--- src/rtl/alu4_pkg.sv ---
package alu4_pkg;

  typedef enum logic [4:0] {
    OP_NOP    = 5'd0,
    OP_B2A    = 5'd1,
    OP_A2B    = 5'd2,
    OP_PACKE  = 5'd3,
    OP_LDI    = 5'd4,
    OP_LDM    = 5'd5,
    OP_SWAPM  = 5'd6,
    OP_ADDM   = 5'd7,
    OP_ADCM   = 5'd8,
    OP_ADCMS  = 5'd9,
    OP_ADDI   = 5'd10,
    OP_SETC   = 5'd11,
    OP_CLRC   = 5'd12,
    OP_TSTC   = 5'd13,
    OP_INVA   = 5'd14,
    OP_BSET   = 5'd15,
    OP_BCLR   = 5'd16,
    OP_BTST   = 5'd17,
    OP_CMPEQ  = 5'd18
  } opSel_e;

  typedef enum logic [2:0] {
    ASRC_B, ASRC_IMM, ASRC_RAM, ASRC_SUM, ASRC_INV
  } aSrc_e;

  typedef enum logic [1:0] {
    WSRC_ACC, WSRC_SETBIT, WSRC_CLRBIT
  } wSrc_e;

  typedef enum logic [1:0] {
    CY_KEEP, CY_SET, CY_CLR, CY_SUM
  } cySel_e;

  typedef enum logic [2:0] {
    SK_NONE, SK_NOCARRY_IMM, SK_CARRY, SK_CY_ZERO, SK_BIT_ZERO, SK_EQUAL
  } skSel_e;

  typedef struct packed {
    logic   loadA;
    aSrc_e  aSrc;
    logic   loadB;
    logic   loadE;
    logic   memWrite;
    wSrc_e  wSrc;
    logic   addImm;
    logic   addCarry;
    cySel_e cySel;
    skSel_e skSel;
  } strobe_s;

endpackage

--- src/rtl/alu4_ctrl.sv ---
module alu4_ctrl
  import alu4_pkg::*;
(
  input  opSel_e  op,
  output strobe_s strb
);

  always_comb begin
    strb = '{loadA: 1'b0, aSrc: ASRC_SUM, loadB: 1'b0, loadE: 1'b0,
             memWrite: 1'b0, wSrc: WSRC_ACC, addImm: 1'b0, addCarry: 1'b0,
             cySel: CY_KEEP, skSel: SK_NONE};
    case (op)
      OP_B2A:   begin strb.loadA = 1'b1; strb.aSrc = ASRC_B; end
      OP_A2B:   strb.loadB = 1'b1;
      OP_PACKE: strb.loadE = 1'b1;
      OP_LDI:   begin strb.loadA = 1'b1; strb.aSrc = ASRC_IMM; end
      OP_LDM:   begin strb.loadA = 1'b1; strb.aSrc = ASRC_RAM; end
      OP_SWAPM: begin
        strb.loadA = 1'b1; strb.aSrc = ASRC_RAM;
        strb.memWrite = 1'b1; strb.wSrc = WSRC_ACC;
      end
      OP_ADDM:  strb.loadA = 1'b1;
      OP_ADCM:  begin
        strb.loadA = 1'b1; strb.addCarry = 1'b1; strb.cySel = CY_SUM;
      end
      OP_ADCMS: begin
        strb.loadA = 1'b1; strb.addCarry = 1'b1; strb.cySel = CY_SUM;
        strb.skSel = SK_CARRY;
      end
      OP_ADDI:  begin
        strb.loadA = 1'b1; strb.addImm = 1'b1; strb.skSel = SK_NOCARRY_IMM;
      end
      OP_SETC:  strb.cySel = CY_SET;
      OP_CLRC:  strb.cySel = CY_CLR;
      OP_TSTC:  strb.skSel = SK_CY_ZERO;
      OP_INVA:  begin strb.loadA = 1'b1; strb.aSrc = ASRC_INV; end
      OP_BSET:  begin strb.memWrite = 1'b1; strb.wSrc = WSRC_SETBIT; end
      OP_BCLR:  begin strb.memWrite = 1'b1; strb.wSrc = WSRC_CLRBIT; end
      OP_BTST:  strb.skSel = SK_BIT_ZERO;
      OP_CMPEQ: strb.skSel = SK_EQUAL;
      default:  ;
    endcase
  end

endmodule

--- src/rtl/alu4_datapath.sv ---
module alu4_datapath
  import alu4_pkg::*;
#(
  parameter int DATA_W     = 4,
  parameter int NOSKIP_IMM = 6
) (
  input  logic                clk,
  input  logic                rstN,
  input  strobe_s             strb,
  input  logic [DATA_W-1:0]   imm,
  input  logic [DATA_W-1:0]   ramRd,
  input  logic                carryIn,
  output logic [DATA_W-1:0]   accQ,
  output logic [DATA_W-1:0]   regBQ,
  output logic [2*DATA_W-1:0] eQ,
  output logic [DATA_W-1:0]   ramWdQ,
  output logic                ramWeQ,
  output logic                carryQ,
  output logic                skipQ
);

  localparam int IDX_W = (DATA_W > 1) ? $clog2(DATA_W) : 1;
  localparam int SUM_W = DATA_W + 1;

  logic [DATA_W-1:0] addend;
  logic [SUM_W-1:0]  sum;
  logic              sumCarry;
  logic [DATA_W-1:0] bitMask;
  logic              selBit;
  logic [DATA_W-1:0] accNext;
  logic [DATA_W-1:0] wrNext;
  logic              carryNext;
  logic              skipNext;

  assign addend   = strb.addImm ? imm : ramRd;
  assign sum      = {1'b0, accQ} + {1'b0, addend}
                  + {{DATA_W{1'b0}}, strb.addCarry & carryIn};
  assign sumCarry = sum[DATA_W];
  assign bitMask  = DATA_W'(1) << imm[IDX_W-1:0];
  assign selBit   = |(ramRd & bitMask);

  always_comb begin
    case (strb.aSrc)
      ASRC_B:   accNext = regBQ;
      ASRC_IMM: accNext = imm;
      ASRC_RAM: accNext = ramRd;
      ASRC_INV: accNext = ~accQ;
      default:  accNext = sum[DATA_W-1:0];
    endcase
  end

  always_comb begin
    case (strb.wSrc)
      WSRC_SETBIT: wrNext = ramRd | bitMask;
      WSRC_CLRBIT: wrNext = ramRd & ~bitMask;
      default:     wrNext = accQ;
    endcase
  end

  always_comb begin
    case (strb.cySel)
      CY_SET:  carryNext = 1'b1;
      CY_CLR:  carryNext = 1'b0;
      CY_SUM:  carryNext = sumCarry;
      default: carryNext = carryIn;
    endcase
  end

  always_comb begin
    case (strb.skSel)
      SK_NOCARRY_IMM: skipNext = !sumCarry && (imm != DATA_W'(NOSKIP_IMM));
      SK_CARRY:       skipNext = sumCarry;
      SK_CY_ZERO:     skipNext = !carryIn;
      SK_BIT_ZERO:    skipNext = !selBit;
      SK_EQUAL:       skipNext = (accQ == ramRd);
      default:        skipNext = 1'b0;
    endcase
  end

  always_ff @(posedge clk or negedge rstN) begin
    if (!rstN) begin
      accQ   <= '0;
      regBQ  <= '0;
      eQ     <= '0;
      ramWdQ <= '0;
      ramWeQ <= 1'b0;
      carryQ <= 1'b0;
      skipQ  <= 1'b0;
    end else begin
      if (strb.loadA)    accQ   <= accNext;
      if (strb.loadB)    regBQ  <= accQ;
      if (strb.loadE)    eQ     <= {regBQ, accQ};
      if (strb.memWrite) ramWdQ <= wrNext;
      ramWeQ <= strb.memWrite;
      carryQ <= carryNext;
      skipQ  <= skipNext;
    end
  end

  // A register must not change on an operation that does not load it.
  assert_acc_hold_R13: assert property (@(posedge clk) disable iff (!rstN)
    ($past(rstN) && !$past(strb.loadA)) |-> $stable(accQ));

endmodule

--- src/rtl/alu4_top.sv ---
module alu4_top
  import alu4_pkg::*;
#(
  parameter int DATA_W     = 4,
  parameter int NOSKIP_IMM = 6
) (
  input  logic                clk,
  input  logic                rstN,
  input  logic [4:0]          opSel,
  input  logic [DATA_W-1:0]   imm,
  input  logic [DATA_W-1:0]   ramRd,
  input  logic                carryIn,
  output logic [DATA_W-1:0]   accOut,
  output logic [DATA_W-1:0]   regBOut,
  output logic [2*DATA_W-1:0] eOut,
  output logic [DATA_W-1:0]   ramWrData,
  output logic                ramWrEn,
  output logic                carryOut,
  output logic                skipReq
);

  strobe_s strb;

  alu4_ctrl ctrl_i (
    .op   (opSel_e'(opSel)),
    .strb (strb)
  );

  alu4_datapath #(.DATA_W(DATA_W), .NOSKIP_IMM(NOSKIP_IMM)) dp_i (
    .clk     (clk),
    .rstN    (rstN),
    .strb    (strb),
    .imm     (imm),
    .ramRd   (ramRd),
    .carryIn (carryIn),
    .accQ    (accOut),
    .regBQ   (regBOut),
    .eQ      (eOut),
    .ramWdQ  (ramWrData),
    .ramWeQ  (ramWrEn),
    .carryQ  (carryOut),
    .skipQ   (skipReq)
  );

  // Write strobe only follows a swap, bit-set or bit-clear code.
  assert_we_source_R12: assert property (@(posedge clk) disable iff (!rstN)
    ramWrEn |-> ($past(rstN) && ($past(opSel) == 5'd6 || $past(opSel) == 5'd15
                                 || $past(opSel) == 5'd16)));

  // Plain add from memory leaves carry as given.
  assert_addm_carry_R2: assert property (@(posedge clk) disable iff (!rstN)
    ($past(rstN) && $past(opSel) == 5'd7) |-> (carryOut == $past(carryIn)));

  // Immediate add with the special value never skips.
  assert_addi_special_R4: assert property (@(posedge clk) disable iff (!rstN)
    ($past(rstN) && $past(opSel) == 5'd10 && $past(imm) == DATA_W'(NOSKIP_IMM))
      |-> !skipReq);

  // Set carry returns 1.
  assert_setc_R5: assert property (@(posedge clk) disable iff (!rstN)
    ($past(rstN) && $past(opSel) == 5'd11) |-> carryOut);

  // Swap: old A goes out, memory value comes in.
  assert_swap_R11: assert property (@(posedge clk) disable iff (!rstN)
    ($past(rstN) && $past(opSel) == 5'd6)
      |-> (ramWrData == $past(accOut) && accOut == $past(ramRd)));

  // Compare skip follows equality.
  assert_cmpeq_R9: assert property (@(posedge clk) disable iff (!rstN)
    ($past(rstN) && $past(opSel) == 5'd18)
      |-> (skipReq == ($past(accOut) == $past(ramRd))));

endmodule

--- config.mk ---
export PLATFORM = sky130hd
export DESIGN_NAME = alu4_top
export DESIGN_NICKNAME = d
export VERILOG_FILES = /design/src/rtl/alu4_pkg.sv /design/src/rtl/alu4_ctrl.sv /design/src/rtl/alu4_datapath.sv /design/src/rtl/alu4_top.sv
export SDC_FILE = /design/constraint.sdc
export NUM_CORES = 1
export LEC_CHECK = 0
export ABC_AREA = 1
export ABC_CLOCK_PERIOD_IN_PS = 4050
export BUFFER_PORTS_ARGS = -buffer_cell sky130_fd_sc_hd__buf_2
export CAP_MARGIN = 20
export CORE_ASPECT_RATIO = 2
export CORE_UTILIZATION = 40
export CTS_CLUSTER_DIAMETER = 200
export DETAILED_ROUTE_END_ITERATION = 7
export GPL_TIMING_DRIVEN = 1
export PLACE_DENSITY = 0.64
export SYNTH_ARGS = -nofsm -noshare
export SYNTH_HDL_FRONTEND = slang
export SYNTH_SLANG_ARGS = --single-unit
--- constraint.sdc ---
create_clock -name clk -period 4.05 [get_ports clk]
set_clock_uncertainty 0.05 [all_clocks]
set_input_delay 0 -clock clk [delete_from_list [all_inputs] [get_ports clk]]
set_output_delay 0 -clock clk [all_outputs]
set_load 0.05 [all_outputs]
; After elaboration in Yosys (flattened, before gate mapping)
; Index checks and enable logic that the tools add are counted.
; W data, S select, Z words.
[word_totals]
inputBits = 16
regBits = 23
wordCells = 72
out_inout_bits = 23
[classes]
eq_ne = 33
n_addsub = 2
shift = 1
reduce_logical = 9
bitwise = 6
muxes = 14
[op_table]
columns = cell, n
row1 = $eq A5 B4 Y1 const B, 8
row2 = $eq A5 B3 Y1 const B, 4
row3 = $pmux W4 S4, 1
row4 = $eq A5 B5 Y1 const B, 3
row5 = $pmux W3 S5, 1
row6 = $pmux W3 S4, 1
row7 = $eq A5 B2 Y1 const B, 2
row8 = $eq A3 B2 Y1 const B, 3
row9 = $eq A3 B3 Y1 const B, 3
row10 = $pmux W3 S3, 1
row11 = $reduce_or A9 Y1, 1
row12 = $and A4 B4 Y4, 2
row13 = $not A4 Y4, 2
row14 = $pmux W4 S2, 1
row15 = $eq A2 B2 Y1 const B, 3
row16 = $eq A3 B1 Y1 const B, 2
row17 = $pmux W2 S3, 1
row18 = $add A4 B4 Y5, 1
row19 = $add A5 B1 Y5, 1
row20 = $eq A5 B1 Y1 const B, 1
row21 = $mux W1, 5
row22 = $pmux W1 S5, 1
row23 = $eq A2 B1 Y1 const B, 2
row24 = $eq A4 B4 Y1, 1
row25 = 11 further kinds, 14

; Depth between registers and ports, before layout
; Gate-level depths: netlist of run 1.
[logic_depth]
word_depth = 8
mapped_depth = 16
mapped_depth_nobuf = 16

; Modules after synthesis
; From an unflattened synthesis of run 1, not the netlist that was laid out.
[hier_totals]
hier_cells = 268
area_unflattened_um2 = 1741.7
[by_module_without_submodules]
columns = mod, area_each_um2, instances, seq_area_each_um2, cells_each
row1 = alu4_datapath, 1520.2, 1, 575.6, 215
row2 = alu4_ctrl, 221.5, 1, 0.0, 53

; Worst setup path before layout of run 1
; Ideal clock, no wire load.
[synth_path]
path_type = flip-flop to flip-flop
startpoint = register dp_i.accQ[0]
endpoint = register dp_i.skipQ
arrival_time_ps = 2042
required_ps = 3870
slack_ps = 1828
path_buffers = 0
path_stages_with_launch = 8
cell_sequence = dfrtp_1 > inv_1 > fa_1 > fa_1 > nor2_1 > nor2_1 > nand3_1 > nand4_1
[synth_between]
elab_chain_len = 5
word_cells_on_any_way = 6
cone_classes = add/sub: 2 / eq/ne: 1 / mux: 1 / reduce/logical: 2
[synth_lines]
columns = element, line_no
row1 = from (decl), alu4_datapath.sv:13  ; output logic [DATA_W-1:0] accQ,
row2 = from (signal assigned), alu4_datapath.sv:90  ; if (strb.loadA) accQ <= accNext;
row3 = $add A4 B4 Y5, alu4_datapath.sv:36  ; assign sum = {1'b0, accQ} + {1'b0, addend}
row4 = $add A5 B1 Y5, alu4_datapath.sv:37  ; + {{DATA_W{1'b0}}, strb.addCarry & carryIn};
row5 = $logic_not A1 Y1, alu4_datapath.sv:71  ; SK_NOCARRY_IMM: skipNext = !sumCarry && (imm != DATA_W'(NOSKIP_IMM));
row6 = $logic_and A1 B1 Y1, alu4_datapath.sv:71
row7 = $pmux W1 S5 (*), alu4_datapath.sv:70  ; case (strb.skSel)
row8 = via dp_i.skipNext, alu4_datapath.sv:33  ; logic skipNext;
row9 = to (signal assigned), alu4_datapath.sv:96  ; skipQ <= skipNext;
row10 = to (decl), alu4_datapath.sv:19  ; output logic skipQ
; The timed path passes the listed nets; every way through them passes the cells marked *.
; A chain may end at the register's enable or synchronous reset.

; Worst setup path after layout of run 1
; Same ends and word-level chain as after synthesis.

==> impl_metrics.toml, run 1 <==
[sta]
drv_slew = 0
setup_viol = 0
relSlewSlack_pct = 64.3
hold_viol = 0
layout_setup_ws_ps = 1860
post-route-min-period_ps = 2190
finalSetupTns_ps = 0
timing.final.crit_share_pct = 54.1
rsz0062_at_grt = "false"
max_freq_ghz = 0.457
worst_pin_slew_ps = 536

[final_layout]
final_layout_size_suffix_gt1_share_pct = 19.9
final_nets = 311
fin_cells = 339
area_delta_synth_final_pct = 18.5
ff_latch_area_um2 = 576
nFillCells = 427
fin_util_pct = 48.9
diodes = 0
multi_input_area_um2 = 997

[status]
status = "finished, final reports clean"

[detailed_routing]
vias = 1717
routed_via_density = 5.06
dr.pass1.iters = 4
drt_iter0_drc = 44
post-route-drc-count = 0
detail-route-antenna-nets = 0
wl_mm = 4.85
wl_per_cell_um = 14.3

[worst_hold_path]
worstHoldPathCells = 4
hp-class = "primary input to flop"
hold_end = "dp_i.skipQ$_DFF_PN0_"
hold_start = "imm[2]"

[floorplanning]
chipWidth_um = 47.9
start_util_pct = 41.3
io_pins = 39
core_um2 = 4090
die_y_um = 93.9
dieArea_um2 = 4500
fp-row-count = 33

[power_and_ir_drop]
power.density_nw_per_um2 = 607
p_leak_nw = 1.09
ir_worst_vdd_mv = 0.321

[synthesis]
syn_area_um2 = 1690
synth_area_leader_cell = "dfrtp_1"
synth_top_area_share_pct = 34.1
synth-seq-area-share_pct = 34.1
synthTopCellsByArea = "dfrtp_1 34%, nand2_1 17%, nor2_1 6.9%"
postSynthCellCount = 245
ys_warn_count = 0
synth_most_common_cell = "nand2_1"
synth-async-reset-ratio_pct = 100
ys_seq_elements = 23
syn_nets = 268
syn_area_per_cell_um2 = 6.89
synth_flop_cell = "dfrtp_1"
synth_edf_count = 0
synth_common_cells = "76 x nand2_1, 31 x nor2_1, 27 x inv_1"
ys_types = 26

[cts]
htreeDepth = 1
cts_tree = "built"
postCtsSetupBuffers = 0
clockBufferDepth = 2
root_buffer = "clkbuf_8"
cts_sinks = 23
cts_inserted_buffers = 3
path_clk_slew_ps = 90
clk_latency_ps = 260

[critical_path]
cpPeakStageDelay_ps = 490
cp-end-kind = "flop"
cp_data_required_time_ps = 4200
worstSetupStartpointType = "flop"
timing.rr.start = "dp_i.accQ[0]$_DFFE_PN0P_"
cp_data_arrival_time_ps = 2340
r2r-end = "dp_i.skipQ$_DFF_PN0_"
path_common_cell = "nor2_1"
path_class = "flop to flop"
reg2reg_slack_ps = 1860
crit_fanout = 5
reg2regPathDepth = 8
path_cells = "inv_1 -> fa_1 -> fa_1 -> nor2_1 -> nor2_1 -> nor2_1 -> nor2_1 -> nand4_1"
crit_slowest_cell = "dfrtp_1"

[placement]
port_buffers = 38
dpl.cell_count = 333
dp_slack_ps = 1710
dp_hpwl_mm = 3.97
gp_congestion = 0.935

[global_routing]
antenna_found_initial = 0
grt_max_degree = 24
overflow = 0
grt_first_pass_wirelength_mm = 7.91
grt_usage_pct = 25.0
grt_pass1_vias = 1721

[flow_run]
cap_viol_max_count = 0
==> report_power, final <==
part	internal (mW)	total, mW	switching, mW
sequential	0.307	0.385	0.0773
clock	0.0687	0.145	0.0760
combinational	0.184	0.683	0.499
==> area by class of cell <==
cell class | instances | area share [%]
multi-input cells | 192 | 49.9
flip-flops and latches | 23 | 28.8
well taps | 52 | 3.25
repair buffers | 40 | 10.5
inverters | 28 | 5.26
clock inverters | 1 | 0.250
clock buffers | 3 | 2.07
==> routing by layer <==
metal  global-route usage (%)  share of wire, %
met4                     18.8               7.9
met3                     2.12               3.5
met1                     26.0                34
met5                        0                 0
met2                     42.3                54
==> state kept, by name, indices dropped and copies added (netlist names) <==
name         cells
dp_i.accQ        4
dp_i.carryQ      1
dp_i.eQ          8
dp_i.ramWdQ      4
dp_i.ramWeQ      1
dp_i.regBQ       4
dp_i.skipQ       1
==> layout by cell type (no fill, tap or decap), drive strengths merged <==
cell         netlist  layout
nand2             76      76
nor2              38      38
o211ai             1       1
clkbuf             0       3
xor2               2       2
o22ai              1       1
nor3               2       2
a22oi              2       2
mux2               4       4
ha                 5       5
dlygate4sd3        0       2
nand3             17      17
a21oi             12      12
nand4             10      10
xnor2              3       3
inv               28      28
clkinv             0       1
nand3b             1       1
fa                 2       2
o21ai             16      16
dfrtp             23      23
buf                2      38
==> how the worst max path moves through the flow <==
stage | depth (start not counted) | to | slack, ps | start
after floorplan | 7 | dp_i.skipQ$_DFF_PN0_ | 1830 | dp_i.accQ[0]$_DFFE_PN0P_
after global placement | 11 | dp_i.skipQ$_DFF_PN0_ | 1770 | opSel[2]
after detailed placement | 12 | dp_i.skipQ$_DFF_PN0_ | 1710 | opSel[3]
after CTS | 7 | dp_i.skipQ$_DFF_PN0_ | 1880 | dp_i.accQ[0]$_DFFE_PN0P_
after global routing | 6 | dp_i.carryQ$_DFF_PN0_ | 1770 | dp_i.accQ[0]$_DFFE_PN0P_
final | 8 | dp_i.skipQ$_DFF_PN0_ | 1860 | dp_i.accQ[0]$_DFFE_PN0P_
==> logic make-up after synthesis <==
logic type / after synthesis / share of synthesized area (%)
fa+ha+maj: 7 / 6.08
buf+inv: 30 / 6.82
simple gates: 144 / 36.8
xor+xnor: 5 / 2.59
flops: 23 / 34.1
mux: 4 / 3.11
compound gates: 32 / 10.5
==> metrics by stage <==
| step | total power [mW] | instance area (um^2) | hold WS, ps |
|---|---|---|---|
| 2_1_floorplan | 0.890 | 1690 | -346 |
| 3_3_place_gp | 1.07 | 1930 | -30.3 |
| 3_5_place_dp | 1.08 | 1930 | -34.0 |
| 4_1_cts | 1.23 | 2000 | 56.4 |
| 5_1_grt | 1.31 | 2000 | 98.4 |
| 6_report | 1.21 | 2000 | 67.5 |
==> what timing repair did <==
| action | CTS | global route |
|---|---|---|
| endpoints found under the hold margin | 24 | 0 |
| gates resized for setup | 0 | 0 |
| setup endpoints to repair | 0 | 0 |
| hold buffers | 2 | 0 |
==> worst max-delay path: cells and delay by family (launching register included) <==
kind / cells / cell delay [ps]
flip-flops: 1 / 490
AND/OR/NAND/NOR: 5 / 500
buffers and inverters: 1 / 190
adder cells (fa/ha/maj): 2 / 890
(Power assumes the default switching activity.)
==> inputs of run 2 (changes only) <==
--- a/config.mk
+++ b/config.mk
@@ -5,8 +5,8 @@
 export SDC_FILE = /design/constraint.sdc
 export NUM_CORES = 1
 export LEC_CHECK = 0
-export ABC_AREA = 1
-export ABC_CLOCK_PERIOD_IN_PS = 4050
+export ABC_AREA = 0
+export ABC_CLOCK_PERIOD_IN_PS = 1940
 export BUFFER_PORTS_ARGS = -buffer_cell sky130_fd_sc_hd__buf_2
 export CAP_MARGIN = 20
 export CORE_ASPECT_RATIO = 2
@@ -14,7 +14,7 @@
 export CTS_CLUSTER_DIAMETER = 200
 export DETAILED_ROUTE_END_ITERATION = 7
 export GPL_TIMING_DRIVEN = 1
-export PLACE_DENSITY = 0.64
+export PLACE_DENSITY = 0.66
 export SYNTH_ARGS = -nofsm -noshare
 export SYNTH_HDL_FRONTEND = slang
 export SYNTH_SLANG_ARGS = --single-unit
==> constraint.sdc (replaced) <==
create_clock -name clk -period 1.94 [get_ports clk]
set_clock_uncertainty 0.05 [all_clocks]
set_input_delay 0 -clock clk [delete_from_list [all_inputs] [get_ports clk]]
set_output_delay 0 -clock clk [all_outputs]
set_load 0.05 [all_outputs]
==> impl_metrics.toml, run 2 <==
[status]
status = "finished with violations"
failed_checks = "negative hold slack, negative setup slack"

[sta]
max_freq_ghz = 0.490
timing.final.crit_share_pct = 105
layout_setup_ws_ps = -99.8
finalSetupTns_ps = -107
drv_slew = 0
holdWs_ps = -0.298
worst_pin_slew_ps = 511
rsz0062_at_grt = "true"
hold_viol = 1
post-route-min-period_ps = 2040
setup_viol = 2
relSlewSlack_pct = 65.9

[global_routing]
grt_pass1_vias = 1591
antenna_found_initial = 0
grt_first_pass_wirelength_mm = 7.64
grt_max_degree = 24
grt_usage_pct = 21.8
overflow = 0

[synthesis]
syn_nets = 215
ys_warn_count = 0
synth-async-reset-ratio_pct = 100
synthTopCellsByArea = "dfrtp_1 32%, mux2_1 7.0%, a21oi_1 4.2%"
synth_common_cells = "23 x dfrtp_1, 15 x a21oi_1, 14 x nor2_1"
synth_most_common_cell = "dfrtp_1"
synth_flop_cell = "dfrtp_1"
postSynthCellCount = 192
ys_seq_elements = 23
syn_area_per_cell_um2 = 9.25
synth_top_area_share_pct = 32.4
syn_area_um2 = 1780
synth-seq-area-share_pct = 32.4
synth_edf_count = 0
synth_area_leader_cell = "dfrtp_1"
ys_types = 51

[detailed_routing]
post-route-drc-count = 0
drt_iter0_drc = 33
dr.pass1.iters = 4
wl_per_cell_um = 16.0
routed_via_density = 5.51
vias = 1671
detail-route-antenna-nets = 0
wl_mm = 4.85

[floorplanning]
dieArea_um2 = 4730
io_pins = 39
start_util_pct = 41.4
chipWidth_um = 49.1
die_y_um = 96.3
fp-row-count = 34
core_um2 = 4300

[cts]
root_buffer = "clkbuf_8"
clk_latency_ps = 260
clockBufferDepth = 2
cts_inserted_buffers = 3
htreeDepth = 1
cts_sinks = 23
path_clk_slew_ps = 80
cts_tree = "built"

[placement]
dp_slack_ps = -478
dpl.cell_count = 298
port_buffers = 38
gp_congestion = 1.01
dp_hpwl_mm = 4.04

[final_layout]
multi_input_area_um2 = 1180
diodes = 0
final_common_cell = "buf_2"
largest_register_ffs = 8
fin_cells = 303
area_delta_synth_final_pct = 29.9
nFillCells = 433
ff_latch_area_um2 = 577
fin_util_pct = 53.7
most-common-layout-cells = "37 x buf_2, 26 x buf_4, 22 x dfrtp_1, 14 x nor2_1, 13 x a21oi_1"
final_layout_size_suffix_gt1_share_pct = 39.0
top_register = "dp_i.eQ"
final_nets = 273

[critical_path]
cp_data_required_time_ps = 2070
timing.rr.start = "dp_i.accQ[0]$_DFFE_PN0P_"
worstSetupStartpointType = "primary input"
cp_data_arrival_time_ps = 2170
crit_fanout = 3
cp-end-kind = "flop"
crit_start = "opSel[0]"
path_class = "primary input to flop"

[worst_hold_path]
hp-class = "primary input to flop"
hold_start = "carryIn"

[flow_run]
cap_viol_max_count = 0

[power_and_ir_drop]
p_leak_nw = 1.01
ir_worst_vdd_mv = 0.607
power.density_nw_per_um2 = 1200
run 2: cell count changes after synthesis, moves of 6 or more:
| cell | change |
|---|---|
| nand2_1 | -66 |
| inv_1 | -23 |
| nor2_1 | -17 |
| nand3_1 | -14 |
| mux2_1 | +11 |
| nand2b_1 | +11 |
| o21ai_0 | -10 |
| nand4_1 | -9 |
| nor2b_1 | +7 |
| nor3_1 | +7 |
| nor2_2 | -6 |
run 2: path summary, 6_finish.rpt:
| path | to | slack, ps | cells past startpoint |
|---|---|---|---|
| setup / recovery | dp_i.skipQ$_DFF_PN0_ | -100 | 11 |
| hold / removal | dp_i.carryQ$_DFF_PN0_ | -0.3 | 3 |
| setup reg to reg | dp_i.skipQ$_DFF_PN0_ | -60 | 8 |
| hold reg to reg | dp_i.eQ[5]$_DFFE_PN0N_ | 430 | 1 |
| max in group asynchronous | dp_i.accQ[0]$_DFFE_PN0P_ | 1280 | 2 |
| min in group asynchronous | dp_i.carryQ$_DFF_PN0_ | 190 | 2 |
run 2: logic make-up after synthesis:
kind of cell,Yosys count,share of synthesized area [%]
buf+inv,20,6.13
mux,18,12.0
simple gates,65,20.2
fa+ha+maj,7,5.77
xor+xnor,7,3.45
compound gates,52,20.1
flops,23,32.4
run 2: power by group:
group	total, mW	switching [mW]	leakage (nW)	internal (mW)
logic	1.71	1.15	0.713	0.559
registers	0.766	0.110	0.280	0.657
clock network	0.290	0.143	0.0228	0.146
total	2.76	1.40	1.01	1.36
run 2: metal layers:
layer | vias up | GRT usage, % | part of all wire [%]
met2 | 56 | 40.4 | 54
li1 | 807 | - | -
met3 | 22 | 1.58 | 2.7
met4 | 0 | 18.9 | 8.0
met1 | 786 | 21.3 | 35
met5 | - | 0 | 0
run 2: repair_timing:
action                                  4_1_cts  5_1_grt
gates resized for setup                       6        5
hold buffers                                  1        0
endpoints found under the hold margin        23        0
gates cloned                                  0        0
endpoints found under the setup margin        3        3
pin swaps                                     7        3
buffers inserted                              0        0
run 2: layout make-up:
class	count	share of cell area [%]
Clock buffer	4	1.95
Tap cell	54	2.93
Timing Repair Buffer	66	17.9
Inverter	7	1.14
Sequential cell	23	25.0
Multi-Input combinational cell	149	51.1
run 2: worst max-delay path, cell delays in order:
cell and delay (ps):
buf_6 90, nand2b_4 130, or3_4 370, mux2i_2 170, fa_2 360, fa_2 360, nand2b_4 160, a21oi_4 130
o21ai_1 70, a32o_1 220, nor3_2 110
run 2: metrics by stage:
stage                     area [um^2]  total power [mW]
final                            2310              2.76
after global routing             2310              2.93
after CTS                        2280              2.76
after detailed placement         2200              2.44
after global placement           2200              2.42
after floorplan                  1830              1.96
